==> src/rtl/rtc_irq_pkg.sv <==
package rtc_irq_pkg;
  localparam int FIELD_W    = 7;
  localparam int NUM_FIELDS = 4;
  localparam int NUM_SRC    = 3;

  typedef enum logic [2:0] {
    A_FLAGS = 3'd0,
    A_CTRL  = 3'd1,
    A_SEC   = 3'd2,
    A_MIN   = 3'd3,
    A_HOUR  = 3'd4,
    A_DATE  = 3'd5
  } reg_addr_e;

  typedef struct packed {
    logic act_high;
    logic pulse_mode;
    logic bkup_alm_en;
    logic pf_en;
    logic alm_en;
    logic wdog_en;
  } irq_ctrl_t;

  localparam logic [5:0] CTRL_RST = 6'h14;

  // one alarm field: ignore bit in the top position, else exact compare
  function automatic logic field_hit(input logic [FIELD_W:0] alm,
                                     input logic [FIELD_W-1:0] now);
    return alm[FIELD_W] | (alm[FIELD_W-1:0] == now);
  endfunction

  // effective per-source enables {pf, alarm, wdog} given supply state
  function automatic logic [NUM_SRC-1:0] src_enables(input irq_ctrl_t c,
                                                     input logic backup);
    logic alm_ok;
    alm_ok = c.alm_en & (~backup | (c.bkup_alm_en & ~c.act_high));
    return {c.pf_en & ~backup, alm_ok, c.wdog_en & ~backup};
  endfunction
endpackage

==> src/rtl/rtc_alarm_cmp.sv <==
module rtc_alarm_cmp
  import rtc_irq_pkg::*;
#(
  parameter int NF = NUM_FIELDS,
  parameter int FW = FIELD_W
) (
  input  logic [NF-1:0][FW:0]   alm,
  input  logic [NF-1:0][FW-1:0] now,
  input  logic                  tick,
  output logic                  hit
);
  logic [NF-1:0] field_ok;

  for (genvar i = 0; i < NF; i++) begin : g_field
    assign field_ok[i] = field_hit(alm[i], now[i]);
  end

  assign hit = tick & (&field_ok);
endmodule

==> src/rtl/rtc_irq_flags.sv <==
module rtc_irq_flags #(
  parameter int NS = 3
) (
  input  logic          clk,
  input  logic          rst_n,
  input  logic [NS-1:0] set,
  input  logic          clr,
  output logic [NS-1:0] flags
);
  always_ff @(posedge clk or negedge rst_n) begin
    if (!rst_n) flags <= '0;
    else        flags <= (clr ? '0 : flags) | set;
  end
endmodule

==> src/rtl/rtc_irq_pin.sv <==
module rtc_irq_pin #(
  parameter int PULSE_CYC = 16,
  localparam int CNT_W    = $clog2(PULSE_CYC + 1)
) (
  input  logic             clk,
  input  logic             rst_n,
  input  logic             start,
  input  logic             clr,
  input  logic             level_req,
  input  logic             pulse_mode,
  input  logic             act_high,
  input  logic             backup,
  output logic [CNT_W-1:0] pulse_cnt,
  output logic             drv_en,
  output logic             val
);
  localparam logic [CNT_W-1:0] LOAD = CNT_W'(PULSE_CYC);

  logic active;

  always_ff @(posedge clk or negedge rst_n) begin
    if (!rst_n)                          pulse_cnt <= '0;
    else if (start && pulse_cnt == '0)   pulse_cnt <= LOAD;
    else if (clr)                        pulse_cnt <= '0;
    else if (pulse_cnt != '0)            pulse_cnt <= pulse_cnt - 1'b1;
  end

  assign active = pulse_mode ? (pulse_cnt != '0) : level_req;

  always_comb begin
    if (act_high) begin
      drv_en = ~backup;
      val    = ~backup & active;
    end else begin
      drv_en = active;
      val    = 1'b0;
    end
  end
endmodule

==> src/rtl/rtc_irq_ctrl.sv <==
module rtc_irq_ctrl
  import rtc_irq_pkg::*;
#(
  parameter int PULSE_CYC = 10_000_000
) (
  input  logic       clk,
  input  logic       rst_n,
  input  logic       sec_tick,
  input  logic [6:0] now_sec,
  input  logic [6:0] now_min,
  input  logic [6:0] now_hour,
  input  logic [6:0] now_date,
  input  logic       wdt_expire,
  input  logic       pwr_fail,
  input  logic       on_backup,
  input  logic       bus_sel,
  input  logic       bus_wr,
  input  logic [2:0] bus_addr,
  input  logic [7:0] bus_wdata,
  output logic [7:0] bus_rdata,
  output logic       irq_drv_en,
  output logic       irq_val
);
  localparam int CNT_W = $clog2(PULSE_CYC + 1);

  irq_ctrl_t                         ctrl_q;
  logic [NUM_FIELDS-1:0][FIELD_W:0]  alm_q;
  logic [NUM_FIELDS-1:0][FIELD_W-1:0] now_vec;
  logic                              alarm_hit;
  logic                              flags_rd;
  logic [NUM_SRC-1:0]                src_evt;
  logic [NUM_SRC-1:0]                flags_q;
  logic [NUM_SRC-1:0]                en_eff;
  logic                              pulse_start;
  logic                              level_req;
  logic [CNT_W-1:0]                  pulse_cnt;

  assign now_vec = {now_date, now_hour, now_min, now_sec};

  // register writes; field index i lives at address A_SEC + i
  always_ff @(posedge clk or negedge rst_n) begin
    if (!rst_n) begin
      ctrl_q <= irq_ctrl_t'(CTRL_RST);
      alm_q  <= '0;
    end else if (bus_sel && bus_wr) begin
      if (bus_addr == A_CTRL) ctrl_q <= irq_ctrl_t'(bus_wdata[5:0]);
      for (int i = 0; i < NUM_FIELDS; i++)
        if (bus_addr == 3'(A_SEC + i)) alm_q[i] <= bus_wdata;
    end
  end

  always_comb begin
    bus_rdata = '0;
    if (bus_addr == A_FLAGS) bus_rdata = {5'b0, flags_q};
    if (bus_addr == A_CTRL)  bus_rdata = {2'b0, ctrl_q};
    for (int i = 0; i < NUM_FIELDS; i++)
      if (bus_addr == 3'(A_SEC + i)) bus_rdata = alm_q[i];
  end

  rtc_alarm_cmp #(.NF(NUM_FIELDS), .FW(FIELD_W)) u_cmp (
    .alm  (alm_q),
    .now  (now_vec),
    .tick (sec_tick),
    .hit  (alarm_hit)
  );

  assign flags_rd = bus_sel & ~bus_wr & (bus_addr == A_FLAGS);
  assign src_evt  = {pwr_fail, alarm_hit, wdt_expire};

  rtc_irq_flags #(.NS(NUM_SRC)) u_flags (
    .clk   (clk),
    .rst_n (rst_n),
    .set   (src_evt),
    .clr   (flags_rd),
    .flags (flags_q)
  );

  assign en_eff      = src_enables(ctrl_q, on_backup);
  assign pulse_start = |(src_evt & en_eff);
  assign level_req   = |(flags_q & en_eff);

  rtc_irq_pin #(.PULSE_CYC(PULSE_CYC)) u_pin (
    .clk        (clk),
    .rst_n      (rst_n),
    .start      (pulse_start),
    .clr        (flags_rd),
    .level_req  (level_req),
    .pulse_mode (ctrl_q.pulse_mode),
    .act_high   (ctrl_q.act_high),
    .backup     (on_backup),
    .pulse_cnt  (pulse_cnt),
    .drv_en     (irq_drv_en),
    .val        (irq_val)
  );
endmodule

==> config.mk <==
export PLATFORM = sky130hd
export DESIGN_NAME = rtc_irq_ctrl
export DESIGN_NICKNAME = d
export VERILOG_FILES = /design/src/rtl/rtc_irq_pkg.sv /design/src/rtl/rtc_alarm_cmp.sv /design/src/rtl/rtc_irq_flags.sv /design/src/rtl/rtc_irq_pin.sv /design/src/rtl/rtc_irq_ctrl.sv
export SDC_FILE = /design/constraint.sdc
export NUM_CORES = 1
export LEC_CHECK = 0
export ABC_CLOCK_PERIOD_IN_PS = 3300
export BUFFER_PORTS_ARGS = -buffer_cell sky130_fd_sc_hd__buf_4
export CAP_MARGIN = 20
export CORE_MARGIN = 2
export CORE_UTILIZATION = 35
export CTS_CLUSTER_SIZE = 16
export DETAILED_ROUTE_END_ITERATION = 12
export SYNTH_ARGS = -nofsm -noshare
export SYNTH_HDL_FRONTEND = slang
export SYNTH_HIERARCHICAL = 1
export SYNTH_SLANG_ARGS = --single-unit
==> constraint.sdc <==
create_clock -name clk -period 3.3 [get_ports clk]
set_input_delay 0.33 -clock clk [delete_from_list [all_inputs] [get_ports clk]]
set_output_delay 0.33 -clock clk [all_outputs]
set_load 0.1 [all_outputs]
==> results of run 1 <==
layout by cell type (no fill, tap or decap), types with 8 or more instances in the layout:
cell	count
a21oi_1	8
mux2_4	8
nor2_1	15
or3_1	8
mux2_2	30
xnor2_1	21
o21ai_0	18
clkbuf_8	9
mux2i_1	20
nor4_1	12
dfrtp_1	63
buf_4	58
xor2_1	23
cells in the mapped netlist (6+ instances only):
library cell | number | area [um^2]
mux2_2 | 30 | 338
or3_1 | 8 | 50.1
xnor2_1 | 21 | 184
nor2_1 | 15 | 56.3
nand2_1 | 6 | 22.5
or4_1 | 6 | 45.0
mux2i_1 | 20 | 200
o21ai_0 | 18 | 90.1
mux2_4 | 8 | 120
a21oi_1 | 8 | 40.0
xor2_1 | 23 | 201
dfrtp_1 | 63 | 1580
nor4_1 | 12 | 75.1
sequential cells by signal, indices dropped and copies added (netlist names):
name and cells:
ctrl_q 6, alm_q 32, u_flags/flags 3, u_pin/pulse_cnt 24
power by group:
group / switching [mW] / internal [mW] / total [mW]
clock: 0.342 / 0.355 / 0.697
combinational: 0.504 / 0.435 / 0.940
sequential: 0.253 / 1.03 / 1.28
total: 1.10 / 1.82 / 2.92
cell type report:
type | count | share of cell area
multi-input combinational | 232 | 0.436
sequential | 65 | 0.374
timing repair buffer | 58 | 0.100
tap | 136 | 0.0391
clock buffer | 9 | 0.0284
clock inverter | 7 | 0.0181
inverter | 5 | 0.00431
per-layer routing:
metal | GRT usage | part of all wire | vias to the layer above
met5 | 0 | 0 | -
met2 | 0.273 | 0.49 | 73
met1 | 0.207 | 0.43 | 1303
li1 | - | - | 1273
met3 | 0.0482 | 0.062 | 10
met4 | 0.0414 | 0.010 | 0
stage by stage:
stage / power [mW] / std cells / hold slack (ps) / instance area, um^2
after floorplan: 1.96 / 314 / 34.4 / 3620
after detailed placement: 2.24 / 496 / 489 / 4150
final: 2.92 / 512 / 39.6 / 4360
after global routing: 3.10 / 512 / 139 / 4360
after global placement: 2.21 / 496 / 485 / 4150
after CTS: 2.95 / 512 / 101 / 4360
path summary, 6_finish.rpt:
check | slack (ps) | start | endpoint
max | 380 | u_pin/pulse_cnt[16]$_DFFE_PN0P_ | irq_drv_en
min | 40 | rst_n | alm_q[13]$_DFFE_PN0P_
max reg2reg | 780 | u_pin/pulse_cnt[2]$_DFFE_PN0P_ | u_pin/pulse_cnt[21]$_DFFE_PN0P_
min reg2reg | 530 | u_flags/flags[2]$_DFF_PN0_ | u_flags/flags[2]$_DFF_PN0_
max in group asynchronous | 2660 | rst_n | u_pin/pulse_cnt[4]$_DFFE_PN0P_
min in group clk | 180 | pwr_fail | u_flags/flags[2]$_DFF_PN0_
logic make-up (layout without fill, tap and decap cells):
family                     Yosys count  after routing  synth area share
buffers and inverters               17             79            0.0246
muxes                               59             59             0.185
xor gates and xnor gates            44             44             0.107
adders and majority gates            2              2           0.00693
DFF                                 65             65             0.451
and+or+nand+nor                     81             81             0.142
AOI/OAI and AO/OA                   46             46            0.0831
worst max-delay path, stage by stage, from the launching register on:
cell and delay [ps]:
dfrtp_1 430, or4_4 570, or4_4 480, nor2_4 250, a21o_1 190, mux2i_1 80
buf_4 240
==> results.py, run 1 <==
metrics = {
    "run_status": {
        "outcome": "finished clean",
    },
    "drt": {
        "post-route-drc-count": 0,
        "vias": 2659,
        "via_per_inst": 5.19,
        "wl_per_cell_um": 16.8,
        "ant_nets": 0,
        "detail_route.first_pass.iterations": 5,
        "drt_wl_total_um": 8580,
        "drtIter0Drc": 113,
    },
    "cells_and_area": {
        "fill_cells": 990,
        "syn_to_final_growth_pct": 20.6,
        "drive_above_1_share": 0.338,
        "postLayoutCoreUtil": 0.428,
        "seq_area_mm2": 0.00163,
        "final_nets": 420,
        "multi_input_area_mm2": 0.00190,
        "n_antenna_cell": 0,
    },
    "synth": {
        "syn_nets": 363,
        "netlist_area_mm2": 0.00361,
        "synthArstFlopShare": 1.00,
        "synth.distinct_cells": 48,
        "ys_seq_elements": 65,
        "synth_cells": 314,
        "yosys_warnings": 6,
        "ys_seq_area_frac": 0.451,
        "synth_edf_count": 0,
        "ys.flop_type": "dfrtp_1",
        "synth.avg_cell_area_um2": 11.5,
    },
    "floorplan": {
        "pin_count": 57,
        "core_area_mm2": 0.0102,
        "num_rows": 37,
        "die_h_um": 106,
        "die_x_um": 106,
        "dieArea_mm2": 0.0111,
        "initial_core_util": 0.355,
    },
    "timing": {
        "min_period_ps": 2920,
        "fin_tns_setup_ps": 0,
        "max_freq_mhz": 343,
        "relSlewSlack": 0.439,
        "slew_violations": 0,
        "hold_viol": 0,
        "skew_ps": 13.7,
        "rsz0062_at_grt": "no",
        "finalCritPeriodShare": 0.884,
        "setup_ws_ps": 382,
        "finalSetupViolCount": 0,
        "tightest_slew_ps": 841,
    },
    "place": {
        "port_buffers": 56,
        "hpwl_um": 6400,
        "pre_cts_ws_ps": 768,
        "globalplace.congestion": 0.803,
    },
    "critical_path": {
        "crit_type": "reg2out",
        "required_ps": 2970,
        "rr_worst_depth": 5,
        "end_kind": "output port",
        "start_kind": "register",
        "path_max_fanout": 8,
        "cp.arrival_ps": 2590,
    },
    "global_route": {
        "grt_pass1_wl_um": 14200,
        "antenna_found_initial": 0,
        "grt_use_total": 0.163,
        "grt_max_degree": 66,
        "grt_overflow": 0,
        "grt_pass1_vias": 2739,
    },
    "clock_network": {
        "clockRootBuffer": "clkbuf_8",
        "clk_pin_slew_worst_paths_ps": 80,
        "htreeDepth": 3,
        "clk_latency_ps": 350,
        "cts_setup_buffers": 0,
        "cts_sinks": 65,
        "post_cts_resized": 0,
        "cts_tree": "done",
        "clk_path_buf_depth": 2,
        "cts_buffers": 9,
        "hold_buffers": 0,
    },
    "power": {
        "ir_drop_mv": 0.449,
        "powerDensity_mw_per_mm2": 670,
        "power.leakage_nw": 1.90,
    },
    "worst_hold_path": {
        "hold_path_class": "in2async",
    },
    "flow_run": {
        "cap_violations": 0,
    },
}
(Power assumes the default switching activity.)
==> inputs of run 2 (changes only) <==
--- a/config.mk
+++ b/config.mk
@@ -5,13 +5,14 @@
 export SDC_FILE = /design/constraint.sdc
 export NUM_CORES = 1
 export LEC_CHECK = 0
+export ABC_AREA = 1
 export ABC_CLOCK_PERIOD_IN_PS = 3300
-export BUFFER_PORTS_ARGS = -buffer_cell sky130_fd_sc_hd__buf_4
 export CAP_MARGIN = 20
 export CORE_MARGIN = 2
 export CORE_UTILIZATION = 35
 export CTS_CLUSTER_SIZE = 16
 export DETAILED_ROUTE_END_ITERATION = 12
+export DONT_BUFFER_PORTS = 1
 export SYNTH_ARGS = -nofsm -noshare
 export SYNTH_HDL_FRONTEND = slang
 export SYNTH_HIERARCHICAL = 1
==> run 2 against run 1 <==
Hold slack better by 55 ps; largest cell class unchanged; count of clock-buffer cells in the layout unchanged; sequential cell count unchanged; first-iteration DRC count grew 120%; die area up 14%; final area increased by 7.0%; largest power group is now combinational logic; critical endpoint unchanged; power grew 26%; sequential power hardly changed.
==> results.py, run 2 <==
metrics = {
    "power": {
        "p_comb_frac": 0.387,
        "clkPwrFrac": 0.265,
        "ir_drop_mv": 0.423,
        "p_seq_frac": 0.348,
        "power.leakage_nw": 2.34,
        "switchingPower_mw": 1.56,
        "powerDensity_mw_per_mm2": 786,
        "power.internal_mw": 2.10,
        "swShare": 0.427,
    },
    "clock_network": {
        "clk_pin_slew_worst_paths_ps": 60,
        "cts_sinks": 65,
        "htreeDepth": 3,
        "cts_tree": "done",
        "clk_path_buf_depth": 2,
        "clk_latency_ps": 340,
        "cts_setup_buffers": 0,
        "clockRootBuffer": "clkbuf_16",
        "cts_buffers": 9,
    },
    "critical_path": {
        "path_max_fanout": 4,
        "start_kind": "register",
        "path_cells": "inv_1, ha_1, nand3_1, nor2_4, nand4_1, o211ai_1, nand2_1",
        "crit_type": "reg2out",
        "cp.arrival_ps": 2070,
        "worst-path-buf-inv": 1,
        "required_ps": 2970,
        "r2r_slack_ps": 1300,
        "cpMaxStageDelayCell": "nand2_1",
        "cpPeakStageDelay_ps": 570,
        "rr_worst_depth": 11,
        "crit_path_end": "irq_drv_en",
        "worstSetupPathDepth": 7,
        "critPathLaunch": "u_pin/pulse_cnt[0]$_DFFE_PN0P_",
        "reg2reg_to": "u_pin/pulse_cnt[7]$_DFFE_PN0P_",
        "rr_startpoint": "alm_q[10]$_DFFE_PN0P_",
        "end_kind": "output port",
        "crit_family": "simple AND/OR/NAND/NOR gates",
    },
    "run_status": {
        "outcome": "finished clean",
    },
    "synth": {
        "yosysMostFrequentCell": "nand2_1",
        "synth.distinct_cells": 34,
        "synth_area_leaders": "dfrtp_1 (38%), nand2_1 (16%), inv_1 (6.9%)",
        "synth_compound_area_frac": 0.0805,
        "synthSimpleGateAreaFrac": 0.379,
        "synth_cells": 573,
        "synth_xor_area_frac": 0.0487,
        "muxShareOfSynthArea": 0,
        "ys.flop_type": "dfrtp_1",
        "synthAdderAreaFrac": 0.00605,
        "syn_nets": 622,
        "synth_top_area_cell": "dfrtp_1",
        "synthTopCellsByCount": "nand2_1 (176), inv_1 (76), nor2_1 (71)",
        "synth_top_area_share": 0.381,
        "synth_edf_count": 0,
        "ys_seq_elements": 65,
        "netlist_area_mm2": 0.00414,
        "synthArstFlopShare": 1.00,
        "synth_top_family_by_area": "simple AND/OR/NAND/NOR gates",
        "yosys_warnings": 6,
        "synth.avg_cell_area_um2": 7.22,
        "ys_seq_area_frac": 0.394,
    },
    "timing": {
        "max_freq_mhz": 416,
        "tightest_slew_ps": 898,
        "rsz0062_at_grt": "no",
        "skew_ps": 9.49,
        "whs_ps": 94.8,
        "finalCritPeriodShare": 0.728,
        "slew_violations": 0,
        "relSlewSlack": 0.400,
        "finalSetupViolCount": 0,
        "fin_tns_setup_ps": 0,
        "hold_viol": 0,
        "min_period_ps": 2400,
    },
    "floorplan": {
        "dieArea_mm2": 0.0127,
        "initial_core_util": 0.361,
        "die_x_um": 113,
        "pin_count": 57,
        "die_h_um": 113,
        "num_rows": 39,
        "core_area_mm2": 0.0115,
    },
    "cells_and_area": {
        "fill_cells": 1159,
        "n_antenna_cell": 0,
        "largestRegisters": "alm_q: 32 flops, u_pin/pulse_cnt: 24 flops, ctrl_q: 6 flops",
        "final_nets": 637,
        "syn_to_final_growth_pct": 12.7,
        "final_common_cell": "nand2_1",
        "drive_above_1_share": 0.145,
        "top_register": "alm_q",
        "multi_input_area_mm2": 0.00214,
        "seq_area_mm2": 0.00163,
        "largest_register_ffs": 32,
        "most-common-layout-cells": "nand2_1 (176), inv_1 (76), nor2_1 (70)",
    },
    "global_route": {
        "grt_use_total": 0.181,
        "grt_max_degree": 66,
        "grt_overflow": 0,
        "grt_pass1_wl_um": 18000,
        "grt_pass1_vias": 3676,
        "antenna_found_initial": 0,
    },
    "drt": {
        "drtIter0Drc": 248,
        "drt_wl_total_um": 10600,
        "vias": 3593,
        "post-route-drc-count": 0,
        "detail_route.first_pass.iterations": 4,
        "ant_nets": 0,
        "via_per_inst": 4.88,
        "wl_per_cell_um": 14.4,
    },
    "place": {
        "hpwl_um": 7940,
        "port_buffers": 0,
        "globalplace.congestion": 0.875,
    },
    "worst_hold_path": {
        "hold_path_class": "in2reg",
        "hold_path_depth": 2,
    },
    "flow_run": {
        "cap_violations": 0,
    },
}
==> run 2: cells by family (layout without fill, tap and decap cells) <==
| group | count (synthesis) | count (layout) |
|---|---|---|
| flops | 65 | 65 |
| simple gates | 337 | 337 |
| xor+xnor | 23 | 23 |
| compound gates | 58 | 58 |
| fa+ha+maj | 2 | 2 |
| buf+inv | 88 | 108 |
==> run 2: power groups by stage <==
| stage | clock network [mW] | logic [mW] | registers, mW |
|---|---|---|---|
| floorplan | 0 | 1.18 | 1.22 |
| global placement | 0 | 1.36 | 1.27 |
| detailed placement | 0 | 1.38 | 1.29 |
| CTS | 0.992 | 1.42 | 1.28 |
| global route | 1.04 | 1.60 | 1.31 |
| finish | 0.970 | 1.42 | 1.27 |
==> run 2: what timing repair did <==
action                                 in CTS  in global routing
hold buffers                                2                  0
endpoints found under the hold margin      65                  0
gates resized for setup                     0                  0
==> run 2: layout make-up <==
| cell class | instances | area share |
|---|---|---|
| Clock inverter | 7 | 0.0164 |
| Multi-Input combinational cell | 420 | 0.459 |
| Tap cell | 143 | 0.0384 |
| Clock buffer | 9 | 0.0483 |
| Inverter | 80 | 0.0644 |
| Sequential cell | 65 | 0.350 |
| Timing Repair Buffer | 12 | 0.0242 |
==> run 2: layer usage <==
metal  wire [um]  part of all wire  up-vias  GRT usage
li1            -                 -     1822          -
met5           0                 0        -          0
met3         687             0.065       17     0.0552
met4         255             0.024        0     0.0780
met1        4830              0.45     1667      0.230
met2        4850              0.46       87      0.287
==> run 2: worst min-delay path by stage <==
stage	end	startpoint
4_1_cts	u_flags/flags[0]$_DFF_PN0_	wdt_expire
5_1_grt	u_flags/flags[0]$_DFF_PN0_	wdt_expire
3_3_place_gp	alm_q[1]$_DFFE_PN0P_	rst_n
3_5_place_dp	alm_q[1]$_DFFE_PN0P_	rst_n
2_1_floorplan	alm_q[0]$_DFFE_PN0P_	rst_n
6_report	u_flags/flags[0]$_DFF_PN0_	wdt_expire
==> run 2: through the flow <==
stage	util	instance area (um^2)	worst slack (ps)	std cells	power (mW)
final	0.406	4660	898	736	3.66
after global routing	0.406	4660	782	736	3.95
after CTS	0.406	4660	887	736	3.68
after detailed placement	0.377	4320	1250	718	2.67
after global placement	0.377	4320	1270	718	2.63
after floorplan	-	4140	756	573	2.40
